[src/rtl/pbc_pkg.sv]
package pbc_pkg;

  typedef enum logic [2:0] {
    ST_OFF      = 3'd0,
    ST_ON_DEB   = 3'd1,
    ST_BLANK    = 3'd2,
    ST_RUN      = 3'd3,
    ST_OFF_DEB  = 3'd4,
    ST_INT_HOLD = 3'd5,
    ST_INT_TAIL = 3'd6,
    ST_LOCKOUT  = 3'd7
  } pbc_state_e;

  typedef enum logic {
    OWN_PB = 1'b0,
    OWN_UV = 1'b1
  } pbc_owner_e;

  function automatic logic st_powered(pbc_state_e s);
    return (s == ST_BLANK) || (s == ST_RUN) || (s == ST_OFF_DEB) ||
           (s == ST_INT_HOLD) || (s == ST_INT_TAIL);
  endfunction

  function automatic logic st_irq(pbc_state_e s);
    return (s == ST_INT_HOLD) || (s == ST_INT_TAIL);
  endfunction

endpackage

[src/rtl/pbc_sync.sv]
module pbc_sync #(
  parameter int W = 3
) (
  input  logic         clk,
  input  logic         rst_n,
  input  logic [W-1:0] d,
  output logic [W-1:0] q
);

  for (genvar i = 0; i < W; i++) begin : g_bit
    logic meta_q;
    logic sync_q;

    always_ff @(posedge clk or negedge rst_n) begin
      if (!rst_n) begin
        meta_q <= 1'b1;
        sync_q <= 1'b1;
      end else begin
        meta_q <= d[i];
        sync_q <= meta_q;
      end
    end

    assign q[i] = sync_q;
  end

endmodule

[src/rtl/pbc_prescale.sv]
module pbc_prescale #(
  parameter int PRESCALE = 50000
) (
  input  logic clk,
  input  logic rst_n,
  output logic ms_tick
);

  localparam int PW = (PRESCALE > 2) ? $clog2(PRESCALE) : 1;
  localparam logic [PW-1:0] P_LAST = PW'(PRESCALE - 1);

  logic [PW-1:0] cnt_q;
  logic [PW-1:0] cnt_d;

  assign ms_tick = (cnt_q == P_LAST);

  always_comb begin
    if (ms_tick) cnt_d = '0;
    else         cnt_d = cnt_q + 1'b1;
  end

  always_ff @(posedge clk or negedge rst_n) begin
    if (!rst_n) cnt_q <= '0;
    else        cnt_q <= cnt_d;
  end

endmodule

[src/rtl/pbc_pdt_mon.sv]
module pbc_pdt_mon #(
  parameter int IDLE_MS = 4
) (
  input  logic clk,
  input  logic rst_n,
  input  logic ms_tick,
  input  logic pdt_tick,
  output logic tick_alive
);

  localparam int IW = $clog2(IDLE_MS + 1);
  localparam logic [IW-1:0] I_SAT = IW'(IDLE_MS);

  logic [IW-1:0] idle_q;
  logic [IW-1:0] idle_d;

  always_comb begin
    idle_d = idle_q;
    if (pdt_tick)                     idle_d = '0;
    else if (ms_tick && idle_q != I_SAT) idle_d = idle_q + 1'b1;
  end

  always_ff @(posedge clk or negedge rst_n) begin
    if (!rst_n) idle_q <= I_SAT;
    else        idle_q <= idle_d;
  end

  assign tick_alive = (idle_q != I_SAT);

endmodule

[src/rtl/pbc_fsm.sv]
module pbc_fsm
  import pbc_pkg::*;
#(
  parameter int DEB_MS     = 32,
  parameter int BLANK_MS   = 512,
  parameter int FIXED_MS   = 64,
  parameter int LOCK_MS    = 64,
  parameter int INT_MIN_MS = 32,
  parameter int PDT_CYCLES = 16
) (
  input  logic clk,
  input  logic rst_n,
  input  logic ms_tick,
  input  logic pb_low,
  input  logic uv_low,
  input  logic kill_low,
  input  logic pdt_tick,
  input  logic tick_alive,
  output logic en_act,
  output logic irq_act
);

  localparam int M1   = (DEB_MS > BLANK_MS) ? DEB_MS : BLANK_MS;
  localparam int M2   = (FIXED_MS > LOCK_MS) ? FIXED_MS : LOCK_MS;
  localparam int TMAX = (M1 > M2) ? M1 : M2;
  localparam int TW   = $clog2(TMAX + 1);
  localparam int IW   = $clog2(INT_MIN_MS + 1);
  localparam int PCW  = $clog2(PDT_CYCLES + 1);

  localparam logic [TW-1:0]  T_DEB_LAST   = TW'(DEB_MS - 1);
  localparam logic [TW-1:0]  T_BLANK_LAST = TW'(BLANK_MS - 1);
  localparam logic [TW-1:0]  T_FIXED      = TW'(FIXED_MS);
  localparam logic [TW-1:0]  T_LOCK       = TW'(LOCK_MS);
  localparam logic [TW-1:0]  T_SAT        = TW'(TMAX);
  localparam logic [IW-1:0]  I_MIN        = IW'(INT_MIN_MS);
  localparam logic [PCW-1:0] P_LAST       = PCW'(PDT_CYCLES - 1);

  pbc_state_e     st_q,   st_d;
  pbc_owner_e     own_q,  own_d;
  logic [TW-1:0]  tcnt_q, tcnt_d, tcnt_inc;
  logic [IW-1:0]  icnt_q, icnt_d, icnt_inc;
  logic [PCW-1:0] pcnt_q, pcnt_d;
  logic           en_q, irq_q;
  logic           owner_low;
  logic           fixed_done;
  logic           pdt_done;

  assign owner_low  = (own_q == OWN_PB) ? pb_low : uv_low;
  assign tcnt_inc   = (ms_tick && tcnt_q != T_SAT) ? tcnt_q + 1'b1 : tcnt_q;
  assign icnt_inc   = (ms_tick && icnt_q != I_MIN) ? icnt_q + 1'b1 : icnt_q;
  assign fixed_done = (tcnt_q >= T_FIXED);
  assign pdt_done   = (pdt_tick && pcnt_q == P_LAST) || !tick_alive;

  always_comb begin
    st_d   = st_q;
    own_d  = own_q;
    tcnt_d = tcnt_inc;
    icnt_d = icnt_inc;
    pcnt_d = pcnt_q;
    unique case (st_q)
      ST_OFF: begin
        tcnt_d = '0;
        if (pb_low && !uv_low) st_d = ST_ON_DEB;
      end
      ST_ON_DEB: begin
        if (!pb_low || uv_low) begin
          st_d   = ST_OFF;
          tcnt_d = '0;
        end else if (ms_tick && tcnt_q == T_DEB_LAST) begin
          st_d   = ST_BLANK;
          tcnt_d = '0;
        end
      end
      ST_BLANK: begin
        if (ms_tick && tcnt_q == T_BLANK_LAST) begin
          st_d   = kill_low ? ST_LOCKOUT : ST_RUN;
          tcnt_d = '0;
        end
      end
      ST_RUN: begin
        tcnt_d = '0;
        icnt_d = '0;
        pcnt_d = '0;
        if (kill_low) begin
          st_d = ST_LOCKOUT;
        end else if (pb_low) begin
          st_d  = ST_OFF_DEB;
          own_d = OWN_PB;
        end else if (uv_low) begin
          st_d  = ST_OFF_DEB;
          own_d = OWN_UV;
        end
      end
      ST_OFF_DEB: begin
        if (kill_low) begin
          st_d   = ST_LOCKOUT;
          tcnt_d = '0;
        end else if (!owner_low) begin
          st_d   = ST_RUN;
          tcnt_d = '0;
        end else if (ms_tick && tcnt_q == T_DEB_LAST) begin
          st_d   = ST_INT_HOLD;
          icnt_d = '0;
        end
      end
      ST_INT_HOLD: begin
        if (kill_low) begin
          st_d   = ST_LOCKOUT;
          tcnt_d = '0;
        end else if (!owner_low) begin
          st_d   = (icnt_q >= I_MIN) ? ST_RUN : ST_INT_TAIL;
          tcnt_d = '0;
        end else if (fixed_done) begin
          if (pdt_done) begin
            st_d   = ST_LOCKOUT;
            tcnt_d = '0;
          end else if (pdt_tick) begin
            pcnt_d = pcnt_q + 1'b1;
          end
        end
      end
      ST_INT_TAIL: begin
        tcnt_d = '0;
        if (kill_low)               st_d = ST_LOCKOUT;
        else if (icnt_q >= I_MIN)   st_d = ST_RUN;
      end
      ST_LOCKOUT: begin
        if (tcnt_q >= T_LOCK && !pb_low) begin
          st_d   = ST_OFF;
          tcnt_d = '0;
        end
      end
      default: st_d = ST_OFF;
    endcase
  end

  always_ff @(posedge clk or negedge rst_n) begin
    if (!rst_n) begin
      st_q   <= ST_OFF;
      own_q  <= OWN_PB;
      tcnt_q <= '0;
      icnt_q <= '0;
      pcnt_q <= '0;
      en_q   <= 1'b0;
      irq_q  <= 1'b0;
    end else begin
      st_q   <= st_d;
      own_q  <= own_d;
      tcnt_q <= tcnt_d;
      icnt_q <= icnt_d;
      pcnt_q <= pcnt_d;
      en_q   <= st_powered(st_d);
      irq_q  <= st_irq(st_d);
    end
  end

  assign en_act  = en_q;
  assign irq_act = irq_q;

endmodule

[src/rtl/pbc_top.sv]
module pbc_top #(
  parameter int PRESCALE       = 50000,
  parameter int DEB_MS         = 32,
  parameter int BLANK_MS       = 512,
  parameter int FIXED_MS       = 64,
  parameter int LOCK_MS        = 64,
  parameter int INT_MIN_MS     = 32,
  parameter int PDT_CYCLES     = 16,
  parameter int PDT_IDLE_MS    = 8,
  parameter bit EN_ACTIVE_HIGH = 1'b1
) (
  input  logic clk,
  input  logic rst_n,
  input  logic pb_n,
  input  logic uv_n,
  input  logic kill_n,
  input  logic pdt_tick,
  output logic en_out,
  output logic int_n
);

  logic [2:0] raw_in;
  logic [2:0] sync_in;
  logic       pb_low, uv_low, kill_low;
  logic       ms_tick;
  logic       tick_alive;
  logic       en_act, irq_act;

  assign raw_in = {kill_n, uv_n, pb_n};

  pbc_sync #(.W(3)) u_sync (
    .clk   (clk),
    .rst_n (rst_n),
    .d     (raw_in),
    .q     (sync_in)
  );

  assign pb_low   = ~sync_in[0];
  assign uv_low   = ~sync_in[1];
  assign kill_low = ~sync_in[2];

  pbc_prescale #(.PRESCALE(PRESCALE)) u_prescale (
    .clk     (clk),
    .rst_n   (rst_n),
    .ms_tick (ms_tick)
  );

  pbc_pdt_mon #(.IDLE_MS(PDT_IDLE_MS)) u_pdt_mon (
    .clk        (clk),
    .rst_n      (rst_n),
    .ms_tick    (ms_tick),
    .pdt_tick   (pdt_tick),
    .tick_alive (tick_alive)
  );

  pbc_fsm #(
    .DEB_MS     (DEB_MS),
    .BLANK_MS   (BLANK_MS),
    .FIXED_MS   (FIXED_MS),
    .LOCK_MS    (LOCK_MS),
    .INT_MIN_MS (INT_MIN_MS),
    .PDT_CYCLES (PDT_CYCLES)
  ) u_fsm (
    .clk        (clk),
    .rst_n      (rst_n),
    .ms_tick    (ms_tick),
    .pb_low     (pb_low),
    .uv_low     (uv_low),
    .kill_low   (kill_low),
    .pdt_tick   (pdt_tick),
    .tick_alive (tick_alive),
    .en_act     (en_act),
    .irq_act    (irq_act)
  );

  if (EN_ACTIVE_HIGH) begin : g_en_pos
    assign en_out = en_act;
  end else begin : g_en_neg
    assign en_out = ~en_act;
  end

  assign int_n = ~irq_act;

endmodule

[config.mk]
export PLATFORM = sky130hd
export DESIGN_NAME = pbc_top
export DESIGN_NICKNAME = d
export VERILOG_FILES = /design/src/rtl/pbc_pkg.sv /design/src/rtl/pbc_sync.sv /design/src/rtl/pbc_prescale.sv /design/src/rtl/pbc_pdt_mon.sv /design/src/rtl/pbc_fsm.sv /design/src/rtl/pbc_top.sv
export SDC_FILE = /design/constraint.sdc
export NUM_CORES = 1
export LEC_CHECK = 0
export CAP_MARGIN = 5
export CORE_MARGIN = 3
export CORE_UTILIZATION = 44
export DETAILED_ROUTE_END_ITERATION = 10
export GPL_TIMING_DRIVEN = 0
export HOLD_SLACK_MARGIN = 0.12
export PLACE_DENSITY = 0.68
export REMOVE_ABC_BUFFERS = 1
export SKIP_LAST_GASP = 1
export SLEW_MARGIN = 25
export SYNTH_ARGS = -nofsm -noshare
export SYNTH_HDL_FRONTEND = slang
export SYNTH_HIERARCHICAL = 1
export SYNTH_SLANG_ARGS = --single-unit
[constraint.sdc]
create_clock -name clk -period 6.15 [get_ports clk]
set_input_delay 0.9225 -clock clk [delete_from_list [all_inputs] [get_ports clk]]
set_output_delay 0.9225 -clock clk [all_outputs]
set_load 0.02 [all_outputs]
* Word level (Yosys, flattened, before mapping) *
Cells that the tools add are included.
W data, S select, Z words.

operators by class
  muxes and demuxes = 49
  equality and inequality tests = 25
  $lt $le $gt $ge = 2
  $add $sub $neg = 5
  bitwise operators = 3
  reduce and logical (&&, ||, !) cells = 22

operators with widths
  operator                 count
  $mux W10                 11
  $pmux W10 S6             1
  $mux W3                  19
  $mux W5                  5
  $mux W6                  4
  $pmux W3 S8              1
  $eq A3 B3 Y1 const B     7
  $add A16 B1 Y16 const B  1
  $eq A16 B16 Y1 const B   1
  $mux W16                 1
  $eq A3 B2 Y1 const B     4
  $pmux W6 S2              1
  $add A10 B1 Y10 const B  1
  $eq A10 B5 Y1 const B    1
  $eq A10 B9 Y1 const B    1
  $ge A10 B7 Y1 const B    1
  $ne A10 B10 Y1 const B   1
  $pmux W5 S2              1
  $logic_and A1 B1 Y1      8
  $mux W4                  2
  $ne A2 B2 Y1 const B     4
  $logic_or A1 B1 Y1       7
  $add A6 B1 Y6 const B    1
  $ge A6 B6 Y1 const B     1
  other kinds (15)         21

word-level totals
  output and inout bits = 2
  word-level logic and storage cells = 121
  flip-flop bits (word level) = 53
  input bits = 6

* Depth between registers and ports, before layout *
  depth in word-level cells = 13
  depth in mapped cells = 12
  gate-level depth less buffers = 9

* Modules after synthesis *
Netlist, hierarchy kept.

by module, submodules not included
  module        cells an instance  seq. area each (sq um)  area each (sq um)  times used
  pbc_fsm       186                675.6                   1627.8             1
  pbc_prescale  68                 400.4                   750.7              1
  pbc_pdt_mon   23                 101.3                   241.5              1
  pbc_sync      9                  157.7                   180.2              1
  pbc_top       4                  0.0                     15.0               1

* Least setup slack after synthesis *
Ideal clock, no wire load.

  path kind = register to register
  from = reg u_prescale.cnt_q[0]
  to = reg u_fsm.en_q (netlist: u_fsm/en_act)
  stages on the path, launching flop included = 13
  setup time = 0.077 ns
  path buffers = 3
  data arrival time = 2.714 ns
  setup slack = 3.358 ns
  path through = dfrtp_1 -> ha_1 -> and3_1 -> and4_1 -> buf_2 -> and4_1 -> clkbuf_1 -> nand3_1 -> and2b_2 -> or4b_1 -> buf_2 -> and2_0 -> a21oi_1

between the ends
  word-level cells in the longest chain between the ends = 11
  elaborated cells on any way between the ends = 19
  those cells by class = eq/ne: 6; mux: 7; reduce/logical: 6

RTL lines
  item                             RTL line                       text
  from (decl)                      pbc_prescale.sv:12             logic [PW-1:0] cnt_q;
  from (signal assigned)           pbc_prescale.sv:24             else cnt_q <= cnt_d;
  $eq A16 B16 Y1 *                 pbc_prescale.sv:15             assign ms_tick = (cnt_q == P_LAST);
  net ms_tick                      pbc_top.sv:25                  logic ms_tick;
  $logic_and A1 B1 Y1              pbc_fsm.sv:69, pbc_fsm.sv:101
  $mux W3                          pbc_fsm.sv:101                 end else if (ms_tick && tcnt_q == T_DEB_LAST) begin
  $mux W3                          pbc_fsm.sv:98                  end else if (!owner_low) begin
  $mux W3                          pbc_fsm.sv:95                  if (kill_low) begin
  $pmux W3 S8 *                    pbc_fsm.sv:60                  unique case (st_q)
  net u_fsm.st_d[1]                pbc_fsm.sv:38                  pbc_state_e st_q, st_d;
  $eq A3 B2 Y1                     pbc_pkg.sv:20                  return (s == ST_BLANK) || (s == ST_RUN) || (s == ST_OFF_DEB) ||
  $logic_or A1 B1 Y1 (3 in a row)  pbc_pkg.sv:20
  $logic_or A1 B1 Y1 *             pbc_pkg.sv:21                  (s == ST_INT_HOLD) || (s == ST_INT_TAIL);
  to (signal assigned)             pbc_fsm.sv:152                 en_q <= st_powered(st_d);
  to (decl)                        pbc_fsm.sv:43                  logic en_q, irq_q;

The timed path passes the listed nets; every way through them passes the cells marked *.
A chain may end at the register's enable or synchronous reset.

* Final worst setup path *
  from = reg u_prescale.cnt_q[0]
  to = reg u_fsm.tcnt_q[3]

between the ends
  word-level cells in the longest chain between the ends = 8
  elaborated cells on any way between the ends = 16
  those cells by class = eq/ne: 1; mux: 12; reduce/logical: 3

RTL lines
  item                  RTL line            text
  $eq A16 B16 Y1 *      pbc_prescale.sv:15
  net ms_tick           pbc_top.sv:25
  $logic_and A1 B1 Y1   pbc_fsm.sv:49       assign tcnt_inc = (ms_tick && tcnt_q != T_SAT) ? tcnt_q + 1'b1 : tcnt_q;
  $mux W10              pbc_fsm.sv:49
  $mux W10              pbc_fsm.sv:114      if (pdt_done) begin
  $mux W10              pbc_fsm.sv:113      end else if (fixed_done) begin
  $mux W10              pbc_fsm.sv:110      end else if (!owner_low) begin
  $mux W10              pbc_fsm.sv:107      if (kill_low) begin
  $pmux W10 S6 *        pbc_fsm.sv:60
  net u_fsm.tcnt_d[3]   pbc_fsm.sv:40       logic [TW-1:0] tcnt_q, tcnt_d, tcnt_inc;
  to (signal assigned)  pbc_fsm.sv:149      tcnt_q <= tcnt_d;
  to (decl)             pbc_fsm.sv:40

Marked as above.

==> flow_results.xml <==
<?xml version="1.0" encoding="UTF-8"?>
<metrics>
  <group name="grt">
    <metric name="gr-usage-all-layers" unit="">0.140</metric>
    <metric name="grt_overflow" unit="">0</metric>
    <metric name="grt_first_pass_wirelength" unit="um">8380</metric>
    <metric name="maximum_number_of_pins_on_one_net_before_global_route_repair" unit="">54</metric>
    <metric name="via_count_of_the_first_global_routing_pass" unit="">1879</metric>
    <metric name="grt_antenna_before_repair" unit="">0</metric>
  </group>
  <group name="power_and_ir_drop">
    <metric name="total_power" unit="W">0.000574</metric>
    <metric name="max-vdd-ir-drop" unit="uV">118</metric>
    <metric name="power_density" unit="mW/mm^2">191</metric>
    <metric name="switching_power" unit="W">0.000123</metric>
    <metric name="netSwitchingFraction" unit="">0.214</metric>
    <metric name="clock_network_fraction_of_design_power" unit="">0.349</metric>
    <metric name="internal-power" unit="W">0.000451</metric>
    <metric name="combPwrFrac" unit="">0.032</metric>
    <metric name="power.leakage" unit="nW">1.32</metric>
    <metric name="sequentialPowerShare" unit="">0.618</metric>
  </group>
  <group name="placed_design">
    <metric name="detailed_place_hpwl" unit="um">3150</metric>
    <metric name="number_of_port_buffers" unit="">7</metric>
    <metric name="placedCellCount" unit="">361</metric>
    <metric name="place_congestion" unit="">0.937</metric>
    <metric name="placement.cell_area" unit="mm^2">0.00292</metric>
  </group>
  <group name="timing">
    <metric name="rsz0062_at_grt" unit="">false</metric>
    <metric name="maxClockFrequency" unit="MHz">315</metric>
    <metric name="finalClockSkew" unit="ns">0.00993</metric>
    <metric name="finalHoldViolCount" unit="">0</metric>
    <metric name="timing.final.setup_violations" unit="">0</metric>
    <metric name="timing.slew.headroom" unit="">0.535</metric>
    <metric name="timing.final.crit_share" unit="">0.516</metric>
    <metric name="final-max-slew-violation-count" unit="">0</metric>
    <metric name="finalCriticalPeriod" unit="ns">3.18</metric>
    <metric name="setup_total_negative_slack" unit="ns">0</metric>
    <metric name="worst_tran_pin_value" unit="ns">0.697</metric>
  </group>
  <group name="synth">
    <metric name="netlist_top_cells_area" unit="">sky130_fd_sc_hd__dfrtp_1 (41%), sky130_fd_sc_hd__dfstp_2 (6.5%), sky130_fd_sc_hd__nor2_1 (5.6%), sky130_fd_sc_hd__xor2_1 (5.0%), sky130_fd_sc_hd__ha_1 (4.0%)</metric>
    <metric name="ys_async_sr_fraction" unit="">1.00</metric>
    <metric name="ys_seq_elements" unit="">53</metric>
    <metric name="synth_enable_flop_cells" unit="">0</metric>
    <metric name="synthDominantCellAreaShare" unit="">0.409</metric>
    <metric name="ys.warnings.count" unit="">6</metric>
    <metric name="synthFlopType" unit="">sky130_fd_sc_hd__dfrtp_1</metric>
    <metric name="post_synth_top_cells" unit="">sky130_fd_sc_hd__dfrtp_1 (46), sky130_fd_sc_hd__nor2_1 (42), sky130_fd_sc_hd__nand2_1 (23)</metric>
    <metric name="synthDistinctLibCells" unit="">57</metric>
    <metric name="netlist.top_cell.by_area" unit="">sky130_fd_sc_hd__dfrtp_1</metric>
    <metric name="synthesis.area_per_instance" unit="um^2">9.71</metric>
    <metric name="yosysSeqAreaShare" unit="">0.474</metric>
    <metric name="synthesized_instance_count" unit="">290</metric>
    <metric name="netlist_area" unit="mm^2">0.00282</metric>
    <metric name="synthMostInstantiatedCell" unit="">sky130_fd_sc_hd__dfrtp_1</metric>
  </group>
  <group name="worst_setup_path">
    <metric name="cpMaxStageDelayCell" unit="">sky130_fd_sc_hd__and4_1</metric>
    <metric name="critPathArrivalTime" unit="ns">3.33</metric>
    <metric name="timing.critical_path.fanout_max" unit="">20</metric>
    <metric name="startpoint_type" unit="">register</metric>
    <metric name="max_stage_delay" unit="ns">0.66</metric>
    <metric name="critical-path-top-cell-by-count" unit="">sky130_fd_sc_hd__and4_1</metric>
    <metric name="kind_of_critical_path" unit="">register to register</metric>
    <metric name="critPathCaptureType" unit="">register</metric>
    <metric name="cp_cell_sequence" unit="">ha_1, and3_1, and4_1, and4_1, and4_1, nor4_1, a311oi_2, nor2_1</metric>
    <metric name="critical_path_required_time" unit="ns">6.31</metric>
  </group>
  <group name="floorplan">
    <metric name="floorplan.die_area" unit="mm^2">0.00739</metric>
    <metric name="std_cell_rows" unit="">28</metric>
    <metric name="core_area" unit="mm^2">0.00606</metric>
    <metric name="dieHeight" unit="um">86.0</metric>
    <metric name="ios" unit="">8</metric>
    <metric name="die_width" unit="um">86.0</metric>
    <metric name="floorplan.initialDensity" unit="">0.464</metric>
  </group>
  <group name="routing">
    <metric name="drt-vias-per-instance" unit="">5.41</metric>
    <metric name="totalWireLength" unit="um">4670</metric>
    <metric name="post-route-drc-count" unit="">0</metric>
    <metric name="route.detailed.wl_per_inst" unit="um">12.6</metric>
    <metric name="ant_nets" unit="">0</metric>
    <metric name="drt_pass1_iterations" unit="">4</metric>
    <metric name="vias" unit="">1996</metric>
    <metric name="detail_route.iter0.violations" unit="">152</metric>
  </group>
  <group name="layout">
    <metric name="post-route-cell-area" unit="mm^2">0.00301</metric>
    <metric name="num-nets-final" unit="">308</metric>
    <metric name="fill_cells" unit="">544</metric>
    <metric name="layout.cells.non_filler" unit="">369</metric>
    <metric name="finalCoreUtilization" unit="">0.497</metric>
    <metric name="final_layout_size_suffix_gt1_frac" unit="">0.105</metric>
    <metric name="area.growth.synth_to_final" unit="%">6.93</metric>
    <metric name="antennaDiodeCount" unit="">0</metric>
  </group>
  <group name="clocking">
    <metric name="htreeDepth" unit="">2</metric>
    <metric name="post_cts_hold_buffer_count" unit="">0</metric>
    <metric name="clk_path_buf_depth" unit="">2</metric>
    <metric name="ctsResizeCount" unit="">0</metric>
    <metric name="clkSlewWorstSetupHoldPaths" unit="ns">0.09</metric>
    <metric name="worstSkewPairLatency" unit="ns">0.31</metric>
    <metric name="clock-root-buffer" unit="">sky130_fd_sc_hd__clkbuf_8</metric>
    <metric name="tritoncts_clock_tree" unit="">yes</metric>
    <metric name="cts_made_buffers" unit="">5</metric>
    <metric name="number_of_clock_sinks_seen_by_cts" unit="">53</metric>
    <metric name="cts_post_setup_buffers_inserted" unit="">0</metric>
  </group>
  <group name="hold_path">
    <metric name="min_path_type" unit="">register to register</metric>
  </group>
  <group name="outcome">
    <metric name="status" unit="">completed</metric>
  </group>
  <group name="job">
    <metric name="maxCapViolCount" unit="">0</metric>
  </group>
</metrics>
==> worst paths after layout <==
| check | startpoint | end | slack [ns] | cells after the start |
|---|---|---|---|---|
| worst max-delay path | u_prescale/cnt_q[0] | u_fsm/tcnt_q[3] | 2.97 | 8 |
| worst min-delay path | u_sync/g_bit[0].meta_q | u_sync/g_bit[0].sync_q | 0.36 | 0 |
| worst max register to register | u_prescale/cnt_q[0] | u_fsm/tcnt_q[3] | 2.97 | 8 |
| worst min register to register | u_sync/g_bit[0].meta_q | u_sync/g_bit[0].sync_q | 0.36 | 0 |
| max in group asynchronous | rst_n | u_fsm/tcnt_q[1] | 5.05 | 1 |
| min in group asynchronous | rst_n | u_prescale/cnt_q[3] | 0.63 | 1 |
==> power groups by stage <==
| stage | logic [W] | clock network, W | registers (W) |
|---|---|---|---|
| after floorplan | 0.00000704 | 0 | 0.000362 |
| final | 0.0000186 | 0.000201 | 0.000355 |
| after CTS | 0.0000193 | 0.000209 | 0.000355 |
| after global routing | 0.0000218 | 0.000225 | 0.000356 |
| after detailed placement | 0.0000193 | 0 | 0.000362 |
| after global placement | 0.0000190 | 0 | 0.000362 |
==> stage by stage <==
step                      hold slack, ns  setup WS, ns
final                              0.359          2.97
after global routing               0.363          2.70
after CTS                          0.360          2.96
after detailed placement           0.348          2.98
after global placement             0.346          2.58
after floorplan                    0.345          3.46
==> flip-flops by register name, summed over array words and instances, names as in the netlist <==
register and cells:
u_fsm/tcnt_q 10, u_pdt_mon/idle_q 4, u_prescale/cnt_q 16, u_fsm/icnt_q 6, u_fsm/en_act 1, u_fsm/irq_act 1
u_fsm/pcnt_q 5, u_fsm/st_q 3, u_sync/g_bit.meta_q 3, u_sync/g_bit.sync_q 3, u_fsm/own_q 1
==> placed cells by master, fill, tap and decap left out, types with 4 or more instances in the layout <==
master	count
sky130_fd_sc_hd__a21oi_1	12
sky130_fd_sc_hd__clkbuf_8	6
sky130_fd_sc_hd__clkdlybuf4s50_1	6
sky130_fd_sc_hd__dfrtp_1	46
sky130_fd_sc_hd__dfstp_2	7
sky130_fd_sc_hd__ha_1	9
sky130_fd_sc_hd__inv_1	16
sky130_fd_sc_hd__nand2_1	23
sky130_fd_sc_hd__nand2b_1	6
sky130_fd_sc_hd__nand3_1	11
sky130_fd_sc_hd__nand4_1	8
sky130_fd_sc_hd__nor2_1	42
sky130_fd_sc_hd__nor4_1	6
sky130_fd_sc_hd__o21ai_0	6
sky130_fd_sc_hd__o31ai_1	4
sky130_fd_sc_hd__xnor2_1	11
sky130_fd_sc_hd__xor2_1	16
==> critical path: cells and delay by family, from the launching register on <==
family                   cells  cell delay, ns
AND/OR/NAND/NOR              6            1.80
AO/OA/AOI/OAI                1            0.65
flip-flops                   1            0.40
adder cells (fa/ha/maj)      1            0.19
==> cell type report <==
cell class,instances,area [um^2],area share
Multi-Input combinational cell,210,1360,0.453
Sequential cell,53,1340,0.443
Tap cell,75,93.8,0.0312
Clock buffer,8,90.1,0.0299
Timing Repair Buffer,7,67.6,0.0224
Inverter,16,60.1,0.0200
==> metal layers <==
layer	track usage	vias up	wire length, um
met5	0	-	0
met4	0.0518	0	78
met3	0.0298	6	174
met2	0.222	31	2100
met1	0.189	958	2310
li1	-	1001	-
==> kinds of logic (layout without fill, tap and decap cells) <==
logic type               Yosys count  in the layout  synth area share
multiplexers                       3              3            0.0107
flip-flops                        53             53             0.474
AO/OA/AOI/OAI                     39             39            0.0947
buffers and inverters             27             31            0.0413
adder cells (fa/ha/maj)            9              9            0.0400
AND/OR/NAND/NOR                  132            132             0.255
XOR/XNOR                          27             27            0.0840
Note: power is estimated with default switching activity, not from simulation.
